==> src/rtl/ics_pkg.sv <==
package ics_pkg;

   localparam int OPC_W = 3;

   typedef enum logic [3:0] {
      S_F1, S_F2, S_F3,
      S_N1, S_N2, S_N3,
      S_X1, S_X2, S_X3,
      S_I1, S_I2, S_I3,
      S_HALT
   } ics_state_e;

   localparam logic [OPC_W-1:0] OP_HALT  = 3'd0;
   localparam logic [OPC_W-1:0] OP_LOAD  = 3'd1;
   localparam logic [OPC_W-1:0] OP_STORE = 3'd2;
   localparam logic [OPC_W-1:0] OP_ADD   = 3'd3;
   localparam logic [OPC_W-1:0] OP_JUMP  = 3'd4;
   localparam logic [OPC_W-1:0] OP_EI    = 3'd5;
   localparam logic [OPC_W-1:0] OP_DI    = 3'd6;
   localparam logic [OPC_W-1:0] OP_NOP   = 3'd7;

endpackage

==> src/rtl/ics_step_ctrl.sv <==
module ics_step_ctrl
   import ics_pkg::*;
#(
   parameter bit INDIRECT_EN = 1'b1
) (
   input  logic             clk,
   input  logic             rst,
   input  logic             ready_i,
   input  logic             irq_i,
   input  logic             ind_bit_i,
   input  logic [OPC_W-1:0] opcode_i,
   output ics_state_e       state_o,
   output logic             int_en_o
);

   ics_state_e st, nxt;
   logic       ie, ie_nxt, done, use_ind;

   generate
      if (INDIRECT_EN) begin : g_ind
         assign use_ind = ind_bit_i;
      end else begin : g_dir
         assign use_ind = 1'b0;
      end
   endgenerate

   always_comb begin
      nxt    = st;
      ie_nxt = ie;
      done   = 1'b0;
      case (st)
         S_F1: nxt = S_F2;
         S_F2: if (ready_i) nxt = S_F3;
         S_F3: nxt = use_ind ? S_N1 : S_X1;
         S_N1: nxt = S_N2;
         S_N2: if (ready_i) nxt = S_N3;
         S_N3: nxt = S_X1;
         S_X1: begin
            case (opcode_i)
               OP_HALT:                  nxt = S_HALT;
               OP_LOAD, OP_ADD, OP_STORE: nxt = S_X2;
               OP_EI: begin ie_nxt = 1'b1; done = 1'b1; end
               OP_DI: begin ie_nxt = 1'b0; done = 1'b1; end
               default:                  done = 1'b1;
            endcase
         end
         S_X2: if (ready_i) begin
            if (opcode_i == OP_STORE) done = 1'b1;
            else                      nxt  = S_X3;
         end
         S_X3: done = 1'b1;
         S_I1: nxt = S_I2;
         S_I2: if (ready_i) nxt = S_I3;
         S_I3: begin ie_nxt = 1'b0; nxt = S_F1; end
         S_HALT: nxt = S_HALT;
         default: nxt = S_F1;
      endcase
      if (done) nxt = (irq_i && ie_nxt) ? S_I1 : S_F1;
   end

   always_ff @(posedge clk) begin
      if (rst) begin
         st <= S_F1;
         ie <= 1'b0;
      end else begin
         st <= nxt;
         ie <= ie_nxt;
      end
   end

   assign state_o  = st;
   assign int_en_o = ie;

endmodule

==> src/rtl/ics_regs.sv <==
module ics_regs
   import ics_pkg::*;
#(
   parameter int                DATA_W       = 16,
   parameter int                ADDR_W       = 12,
   parameter logic [ADDR_W-1:0] SAVE_ADDR    = 12'h0FF,
   parameter logic [ADDR_W-1:0] HANDLER_ADDR = 12'h100
) (
   input  logic              clk,
   input  logic              rst,
   input  ics_state_e        state_i,
   input  logic              ready_i,
   input  logic [DATA_W-1:0] rdata_i,
   output logic [ADDR_W-1:0] mar_o,
   output logic [DATA_W-1:0] mbr_o,
   output logic [ADDR_W-1:0] pc_o,
   output logic [DATA_W-1:0] ir_o,
   output logic [DATA_W-1:0] ac_o
);

   localparam int OP_LSB = ADDR_W;

   logic [ADDR_W-1:0] mar, pc;
   logic [DATA_W-1:0] mbr, ir, ac;
   logic [OPC_W-1:0]  op;
   logic [ADDR_W-1:0] field;

   assign op    = ir[OP_LSB +: OPC_W];
   assign field = ir[ADDR_W-1:0];

   always_ff @(posedge clk) begin
      if (rst) begin
         mar <= '0;
         mbr <= '0;
         pc  <= '0;
         ir  <= '0;
         ac  <= '0;
      end else begin
         case (state_i)
            S_F1: mar <= pc;
            S_F2: if (ready_i) begin
               mbr <= rdata_i;
               pc  <= pc + ADDR_W'(1);
            end
            S_F3: ir <= mbr;
            S_N1: mar <= field;
            S_N2: if (ready_i) mbr <= rdata_i;
            S_N3: ir[ADDR_W-1:0] <= mbr[ADDR_W-1:0];
            S_X1: begin
               case (op)
                  OP_LOAD, OP_ADD: mar <= field;
                  OP_STORE: begin
                     mar <= field;
                     mbr <= ac;
                  end
                  OP_JUMP: pc <= field;
                  default: ;
               endcase
            end
            S_X2: if (ready_i && op != OP_STORE) mbr <= rdata_i;
            S_X3: begin
               if (op == OP_LOAD)     ac <= mbr;
               else if (op == OP_ADD) ac <= ac + mbr;
            end
            S_I1: begin
               mar <= SAVE_ADDR;
               mbr <= DATA_W'(pc);
            end
            S_I3: pc <= HANDLER_ADDR;
            default: ;
         endcase
      end
   end

   assign mar_o = mar;
   assign mbr_o = mbr;
   assign pc_o  = pc;
   assign ir_o  = ir;
   assign ac_o  = ac;

endmodule

==> src/rtl/ics_sequencer.sv <==
module ics_sequencer
   import ics_pkg::*;
#(
   parameter int                DATA_W       = 16,
   parameter int                ADDR_W       = 12,
   parameter bit                INDIRECT_EN  = 1'b1,
   parameter logic [ADDR_W-1:0] SAVE_ADDR    = 12'h0FF,
   parameter logic [ADDR_W-1:0] HANDLER_ADDR = 12'h100
) (
   input  logic              clk,
   input  logic              rst,
   output logic [ADDR_W-1:0] mem_addr_o,
   output logic              mem_rd_o,
   output logic              mem_wr_o,
   output logic [DATA_W-1:0] mem_wdata_o,
   input  logic [DATA_W-1:0] mem_rdata_i,
   input  logic              mem_ready_i,
   input  logic              irq_i,
   output logic              irq_ack_o,
   output logic              int_en_o,
   output logic              halted_o,
   output logic [ADDR_W-1:0] pc_o,
   output logic [DATA_W-1:0] ir_o,
   output logic [DATA_W-1:0] ac_o
);

   localparam int IND_BIT = DATA_W - 1;
   localparam int OP_LSB  = ADDR_W;

   generate
      if (DATA_W != ADDR_W + OPC_W + 1) begin : g_bad_format
         $error("ics_sequencer: DATA_W must equal ADDR_W + OPC_W + 1");
      end
      if (ADDR_W < 2) begin : g_bad_addr
         $error("ics_sequencer: ADDR_W too small");
      end
   endgenerate

   ics_state_e        state;
   logic [DATA_W-1:0] mbr, ir;
   logic [OPC_W-1:0]  op;

   assign op = ir[OP_LSB +: OPC_W];

   ics_step_ctrl #(
      .INDIRECT_EN(INDIRECT_EN)
   ) u_ctrl (
      .clk      (clk),
      .rst      (rst),
      .ready_i  (mem_ready_i),
      .irq_i    (irq_i),
      .ind_bit_i(mbr[IND_BIT]),
      .opcode_i (op),
      .state_o  (state),
      .int_en_o (int_en_o)
   );

   ics_regs #(
      .DATA_W      (DATA_W),
      .ADDR_W      (ADDR_W),
      .SAVE_ADDR   (SAVE_ADDR),
      .HANDLER_ADDR(HANDLER_ADDR)
   ) u_regs (
      .clk    (clk),
      .rst    (rst),
      .state_i(state),
      .ready_i(mem_ready_i),
      .rdata_i(mem_rdata_i),
      .mar_o  (mem_addr_o),
      .mbr_o  (mbr),
      .pc_o   (pc_o),
      .ir_o   (ir),
      .ac_o   (ac_o)
   );

   assign mem_rd_o    = (state == S_F2) || (state == S_N2) ||
                        ((state == S_X2) && (op != OP_STORE));
   assign mem_wr_o    = ((state == S_X2) && (op == OP_STORE)) || (state == S_I2);
   assign mem_wdata_o = mbr;
   assign irq_ack_o   = (state == S_I3);
   assign halted_o    = (state == S_HALT);
   assign ir_o        = ir;

endmodule

==> config.mk <==
export PLATFORM = sky130hd
export DESIGN_NAME = ics_sequencer
export DESIGN_NICKNAME = d
export VERILOG_FILES = /design/src/rtl/ics_pkg.sv /design/src/rtl/ics_step_ctrl.sv /design/src/rtl/ics_regs.sv /design/src/rtl/ics_sequencer.sv
export SDC_FILE = /design/constraint.sdc
export NUM_CORES = 1
export LEC_CHECK = 0
export BUFFER_PORTS_ARGS = -buffer_cell sky130_fd_sc_hd__buf_2
export CELL_PAD_IN_SITES_DETAIL_PLACEMENT = 1
export CELL_PAD_IN_SITES_GLOBAL_PLACEMENT = 1
export CORE_MARGIN = 1.5
export CORE_UTILIZATION = 30
export CTS_CLUSTER_DIAMETER = 30
export DETAILED_ROUTE_END_ITERATION = 10
export HOLD_SLACK_MARGIN = 0.05
export PLACE_DENSITY = 0.67
export SLEW_MARGIN = 20
export SYNTH_ARGS = -nofsm -noshare
export SYNTH_HDL_FRONTEND = slang
export SYNTH_SLANG_ARGS = --single-unit
==> constraint.sdc <==
create_clock -name clk -period 2.1 [get_ports clk]
set_input_delay 0.105 -clock clk [delete_from_list [all_inputs] [get_ports clk]]
set_output_delay 0.105 -clock clk [all_outputs]
set_load 0.1 [all_outputs]
=== Yosys cells after proc, flatten, opt, wreduce, memory -nomap -nowiden ===
Cells that the tools add are included.

* Memory bits (writable): 0
* Word-level logic and storage cells: 91
* Output and inout port bits: 77
* Memories kept: 0
* ROM bits: 0
* Bits in latches: 0
* Flip-flop bits (word level): 77
* Input bits: 20

* Reductions and logical operators: 22
* Eq/ne operators: 32
* $mul: 0
* Add/subtract/negate cells: 2
* $lt $le $gt $ge: 0
* Divide/modulo/power cells: 0
* Shifts and indexed selects: 0
* Mux-type cells: 27
* Bitwise operators: 0

{| class="wikitable"
|+ Operator list
! operator !! count
|-
| 2-to-1 mux 16 bit || 5
|-
| one-hot mux 16 bit (4 select lines) || 1
|-
| one-hot mux 12 bit (4 select lines) || 1
|-
| one-hot mux 4 bit (12 select lines) || 1
|-
| 2-to-1 mux 12 bit || 3
|-
| one-hot mux 12 bit (3 select lines) || 1
|-
| 2-to-1 mux 4 bit || 7
|-
| == test 4 bit (second input constant) || 5
|-
| != test 3 x 2 -> 1 bit (second input constant) || 6
|-
| adder 16 bit || 1
|-
| == test 4 x 3 -> 1 bit (second input constant) || 4
|-
| adder 12 x 1 -> 12 bit (second input constant) || 1
|-
| == test 3 bit (second input constant) || 3
|-
| == test 4 x 2 -> 1 bit (second input constant) || 2
|-
| != test 2 x 1 -> 1 bit (second input constant) || 4
|-
| one-hot mux 4 bit (2 select lines) || 1
|-
| nonzero test 4 bit || 2
|-
| AND reduction 7 bit || 1
|-
| == test 3 x 2 -> 1 bit (second input constant) || 2
|-
| != test 2 bit (second input constant) || 3
|-
| == test 4 x 1 -> 1 bit (second input constant) || 1
|-
| logical AND 1 bit || 4
|-
| zero test 4 bit || 1
|-
| != test 4 x 2 -> 1 bit (second input constant) || 1
|-
| other kinds (15) || 22
|}

=== Longest topological paths before layout ===
* Depth in word-level cells: 6
* Gate-level depth with buffers: 11
* Depth with buffers taken out: 9

=== Hierarchy ===
A second synthesis with hierarchy kept.

* Cell total of the unflattened synthesis: 632
* Area, all modules: 5052.3 um2

{| class="wikitable"
|+ By module, submodules not included
! module !! cells each !! instances !! area each (um2)
|-
| ics_regs || 560 || 1 || 4476.8
|-
| ics_step_ctrl || 63 || 1 || 496.7
|-
| ics_sequencer || 9 || 1 || 78.8
|}

=== Worst setup path before layout ===
OpenSTA, ideal clock, no wires.

* Path type: reg2out
* Start point: register u_regs.ir[12] (netlist: u_regs.ir_o[12])
* End point: output port mem_rd_o
* Data arrival time: 3.562 ns
* Stages on the path, launching flop included: 5
* Slack: -1.567 ns
* Buffers on the path: 1
* Cell sequence: dfxtp_1 > clkbuf_2 > or3b_1 > a31oi_1 > nor3_1

* Cells in the longest elaborated chain, start to end: 3

{| class="wikitable"
|+ RTL lines
! what !! line !! text
|-
| from (decl) || ics_regs.sv:24 || <nowiki>logic [DATA_W-1:0] mbr, ir, ac;</nowiki>
|-
| from (signal assigned) || ics_regs.sv:45 || <nowiki>S_F3: ir <= mbr;</nowiki>
|-
| from (signal, indexed assignment) || ics_regs.sv:48 || <nowiki>S_N3: ir[ADDR_W-1:0] <= mbr[ADDR_W-1:0];</nowiki>
|-
| != test 3 x 2 -> 1 bit || ics_sequencer.sv:77 || <nowiki>((state == S_X2) && (op != OP_STORE));</nowiki>
|-
| logical AND 1 bit || ics_sequencer.sv:77 ||
|-
| logical OR 1 bit || ics_sequencer.sv:76 || <nowiki>assign mem_rd_o = (state == S_F2) || (state == S_N2) ||</nowiki>
|-
| to (decl) || ics_sequencer.sv:13 || <nowiki>output logic mem_rd_o,</nowiki>
|}

No other way between the ends.

=== Worst setup path in the final report ===
* Start point: register u_regs.ac[0] (netlist: u_regs.ac_o[0])
* End point: register u_regs.ac[14] (netlist: u_regs.ac_o[14])

* Cells in the longest elaborated chain, start to end: 3

{| class="wikitable"
|+ RTL lines
! what !! line !! text
|-
| from (decl) || ics_regs.sv:24 ||
|-
| from (signal assigned) || ics_regs.sv:62 || <nowiki>if (op == OP_LOAD) ac <= mbr;</nowiki>
|-
| from (signal assigned) || ics_regs.sv:63 || <nowiki>else if (op == OP_ADD) ac <= ac + mbr;</nowiki>
|-
| adder 16 bit || ics_regs.sv:63 ||
|-
| 2-to-1 mux 16 bit || ics_regs.sv:63 ||
|-
| 2-to-1 mux 16 bit || ics_regs.sv:62 ||
|}

No other way between the ends. The select of a mux whose other input is x is not followed.
A chain may end at the register's enable or synchronous reset.

==> metrics.yaml <==
status: "finished with violations"
violations: "setup timing"
final.setup.worst_slack_ps: -15.8
start_kind: "flip-flop"
cts.path.max_buffers: 2
routedWlPerCell_microns: 19.7
hold_path.class: "in -> reg"
rsz0062_at_grt: "yes"
grt_first_pass_wirelength_microns: 32400
first_pass_iters: 5
hpwl_microns: 15000
min_period_ps: 2120
htreeDepth: 3
postRouteAntennaNets: 0
chipHeight_microns: 134
drive_gt1_share_pct: 34.4
grt_usage_pct: 23.1
worst_slew_pin_slew_ps: 697
dpl_worst_slack_ps: -85.9
syn_to_final_growth_pct: 34.7
ys_seq_area_share_pct: 30.2
antenna_found_initial: 0
drc: 0
grt_start_max_net_pins: 60
synth_nets: 710
p_leak_nw: 2.74
nNetsFinal: 840
slew_viol_final: 0
clock-root-buffer: "clkbuf_16"
clkLatencyLatePin_ps: 350
wirelength_microns: 20300
n_fill_cell: 2060
first_global_vias: 5821
finalHoldViolCount: 0
numCtsBuffers: 9
peakVddDrop_uv: 548
crit_arrival_ps: 2320
ios: 97
core_sq_um: 16600
io_buffers: 96
finalCritPeriodShare_pct: 101
critPathMaxFanout: 3
initial_core_util_pct: 30.7
finalSetupViolations: 2
synth_edf_count: 0
ys_ff_latch: 77
synth_area_leader_cell: "dfxtp_1"
vias: 5719
grt-ovfl-total: 0
dieArea_sq_um: 17800
path_class: "reg -> reg"
synth_area_sq_um: 5110
ys_types: 68
synthDominantCellAreaShare_pct: 30.2
skew_ps: 13.4
fin_setup_tns_ps: -29.2
critical_path.endpoint_type: "flip-flop"
syn_avg_cell_area_sq_um: 7.59
die_w_microns: 134
max_cap_viol_count: 0
required_ps: 2300
power_density_nw_per_um2: 1280
postSynthCellCount: 673
synth.area.top_cells: "dfxtp_1, nand2_1, nor2_1"
rrSetupSlack_ps: -20
clock-sinks: 77
clk_pin_slew_ps: 70
synth_flop_cell: "dfxtp_1"
ys_warn_count: 0
vias_per_cell: 5.56
drt_iter0_markers: 387
num_antenna_cells: 0
cts_tree: "built"
slew_headroom_pct: 53.5
num_rows: 47
fmax_mhz: 473
synth_async_sr_flop_share_pct: 0
gp_congestion: 0.899
cells by family after synthesis:
| group | after synthesis | share of synthesized area, % |
|---|---|---|
| flip-flops | 77 | 30.2 |
| AND/OR/NAND/NOR | 251 | 22.3 |
| multiplexers | 21 | 4.11 |
| AO/OA/AOI/OAI | 219 | 29.5 |
| adder cells (fa/ha/maj) | 17 | 4.31 |
| XOR/XNOR | 14 | 2.40 |
| buffers and inverters | 74 | 7.25 |
final timing paths:
check                   startpoint                to  cells after the start
hold / removal     mem_rdata_i[12]  u_regs.mbr_o[12]                      3
setup / recovery    u_regs.ac_o[0]   u_regs.ac_o[14]                      9
setup reg to reg    u_regs.ac_o[0]   u_regs.ac_o[14]                      9
hold reg to reg   u_regs.mar_o[10]  u_regs.mar_o[10]                      2
cell usage in the layout (no fill, tap or decap), types with 10 or more instances in the layout:
| cell | count |
|---|---|
| a21oi_1 | 54 |
| a22oi_1 | 30 |
| a311oi_1 | 17 |
| buf_2 | 92 |
| buf_4 | 69 |
| clkbuf_16 | 10 |
| dfxtp_1 | 31 |
| dfxtp_2 | 21 |
| dfxtp_4 | 25 |
| dlygate4sd3_1 | 13 |
| ha_1 | 10 |
| mux2i_1 | 21 |
| nand2_1 | 95 |
| nand3_1 | 19 |
| nor2_1 | 84 |
| o21ai_0 | 37 |
| o221ai_1 | 13 |
registers in the layout, summed over array words and instances (netlist names):
name	flops
u_ctrl.int_en_o	1
u_regs.pc_o	12
u_regs.ir_o	16
u_regs.mbr_o	16
u_regs.ac_o	16
u_regs.mar_o	12
u_ctrl.state_o	4
timing repair:
item / in CTS / in global routing
setup endpoints to repair: 7 / 16
resized for setup: 6 / 16
setup buffers: 1 / 3
pin swaps: 2 / 9
hold endpoints to repair: 14 / 0
hold buffers: 13 / 0
gates cloned: 0 / 0
through the flow:
stage | cell area (sq um) | std cells | utilization, % | hold WS [ps] | power (mW)
3_3_place_gp | 6330 | 995 | 38.1 | 371 | 6.99
4_1_cts | 6790 | 1025 | 40.8 | 55.8 | 8.77
6_report | 6890 | 1028 | 41.4 | 58.9 | 8.82
2_1_floorplan | 5330 | 673 | - | 254 | 5.89
5_1_grt | 6890 | 1028 | 41.4 | 55.8 | 9.30
3_5_place_dp | 6330 | 995 | 38.1 | 378 | 7.11
cell type report:
| type | count | area, sq um | share of cell area, % |
|---|---|---|---|
| well taps | 220 | 275 | 4.00 |
| flip-flops and latches | 77 | 1660 | 24.1 |
| clock buffers | 12 | 268 | 3.89 |
| repair buffers | 181 | 1230 | 17.8 |
| multi-input cells | 522 | 3380 | 49.1 |
| inverters | 12 | 48.8 | 0.709 |
| clock inverters | 4 | 26.3 | 0.382 |
worst max-delay path: stages, from the launching register on:
cell and delay (ps):
dfxtp_4 350, ha_4 170, fa_2 340, a21oi_2 180, o21ai_2 90, a21oi_2 200
o211ai_1 170, a41oi_2 180, xor2_1 200, a221oi_2 80
report_power, final:
part           switching [mW]  internal [mW]  total (mW)  leakage (nW)
logic                    3.56           1.48        5.03          1.93
clock network           0.697          0.911        1.61         0.149
registers               0.408           1.77        2.18         0.654
per-layer routing:
| metal | vias up | wire length, microns | global-route usage [%] |
|---|---|---|---|
| met5 | - | 0 | 0 |
| met4 | 0 | 353 | 7.25 |
| met2 | 144 | 9690 | 38.4 |
| met1 | 2822 | 9360 | 30.9 |
| li1 | 2726 | - | - |
| met3 | 27 | 868 | 3.23 |
Yosys cell counts (3+ instances only):
library cell,count
a311oi_1,18
a221oi_1,10
nor3_1,7
o22ai_1,5
buf_6,4
nor2b_1,6
nand2_1,96
or2_2,3
o21ai_1,6
a21oi_1,59
nand3_1,19
nand2b_1,9
mux2i_1,21
a32o_1,3
dfxtp_1,77
xnor2_1,8
clkbuf_1,33
inv_1,10
a22oi_1,30
buf_2,13
o211ai_1,6
ha_1,16
a211oi_1,7
a211oi_2,4
o221ai_1,13
nor2_1,84
buf_4,5
or3_1,3
clkbuf_2,4
nand4_1,6
a31oi_1,3
xor2_1,6
o21ai_0,38
No activity file was read; power rests on OpenSTA's default activity.
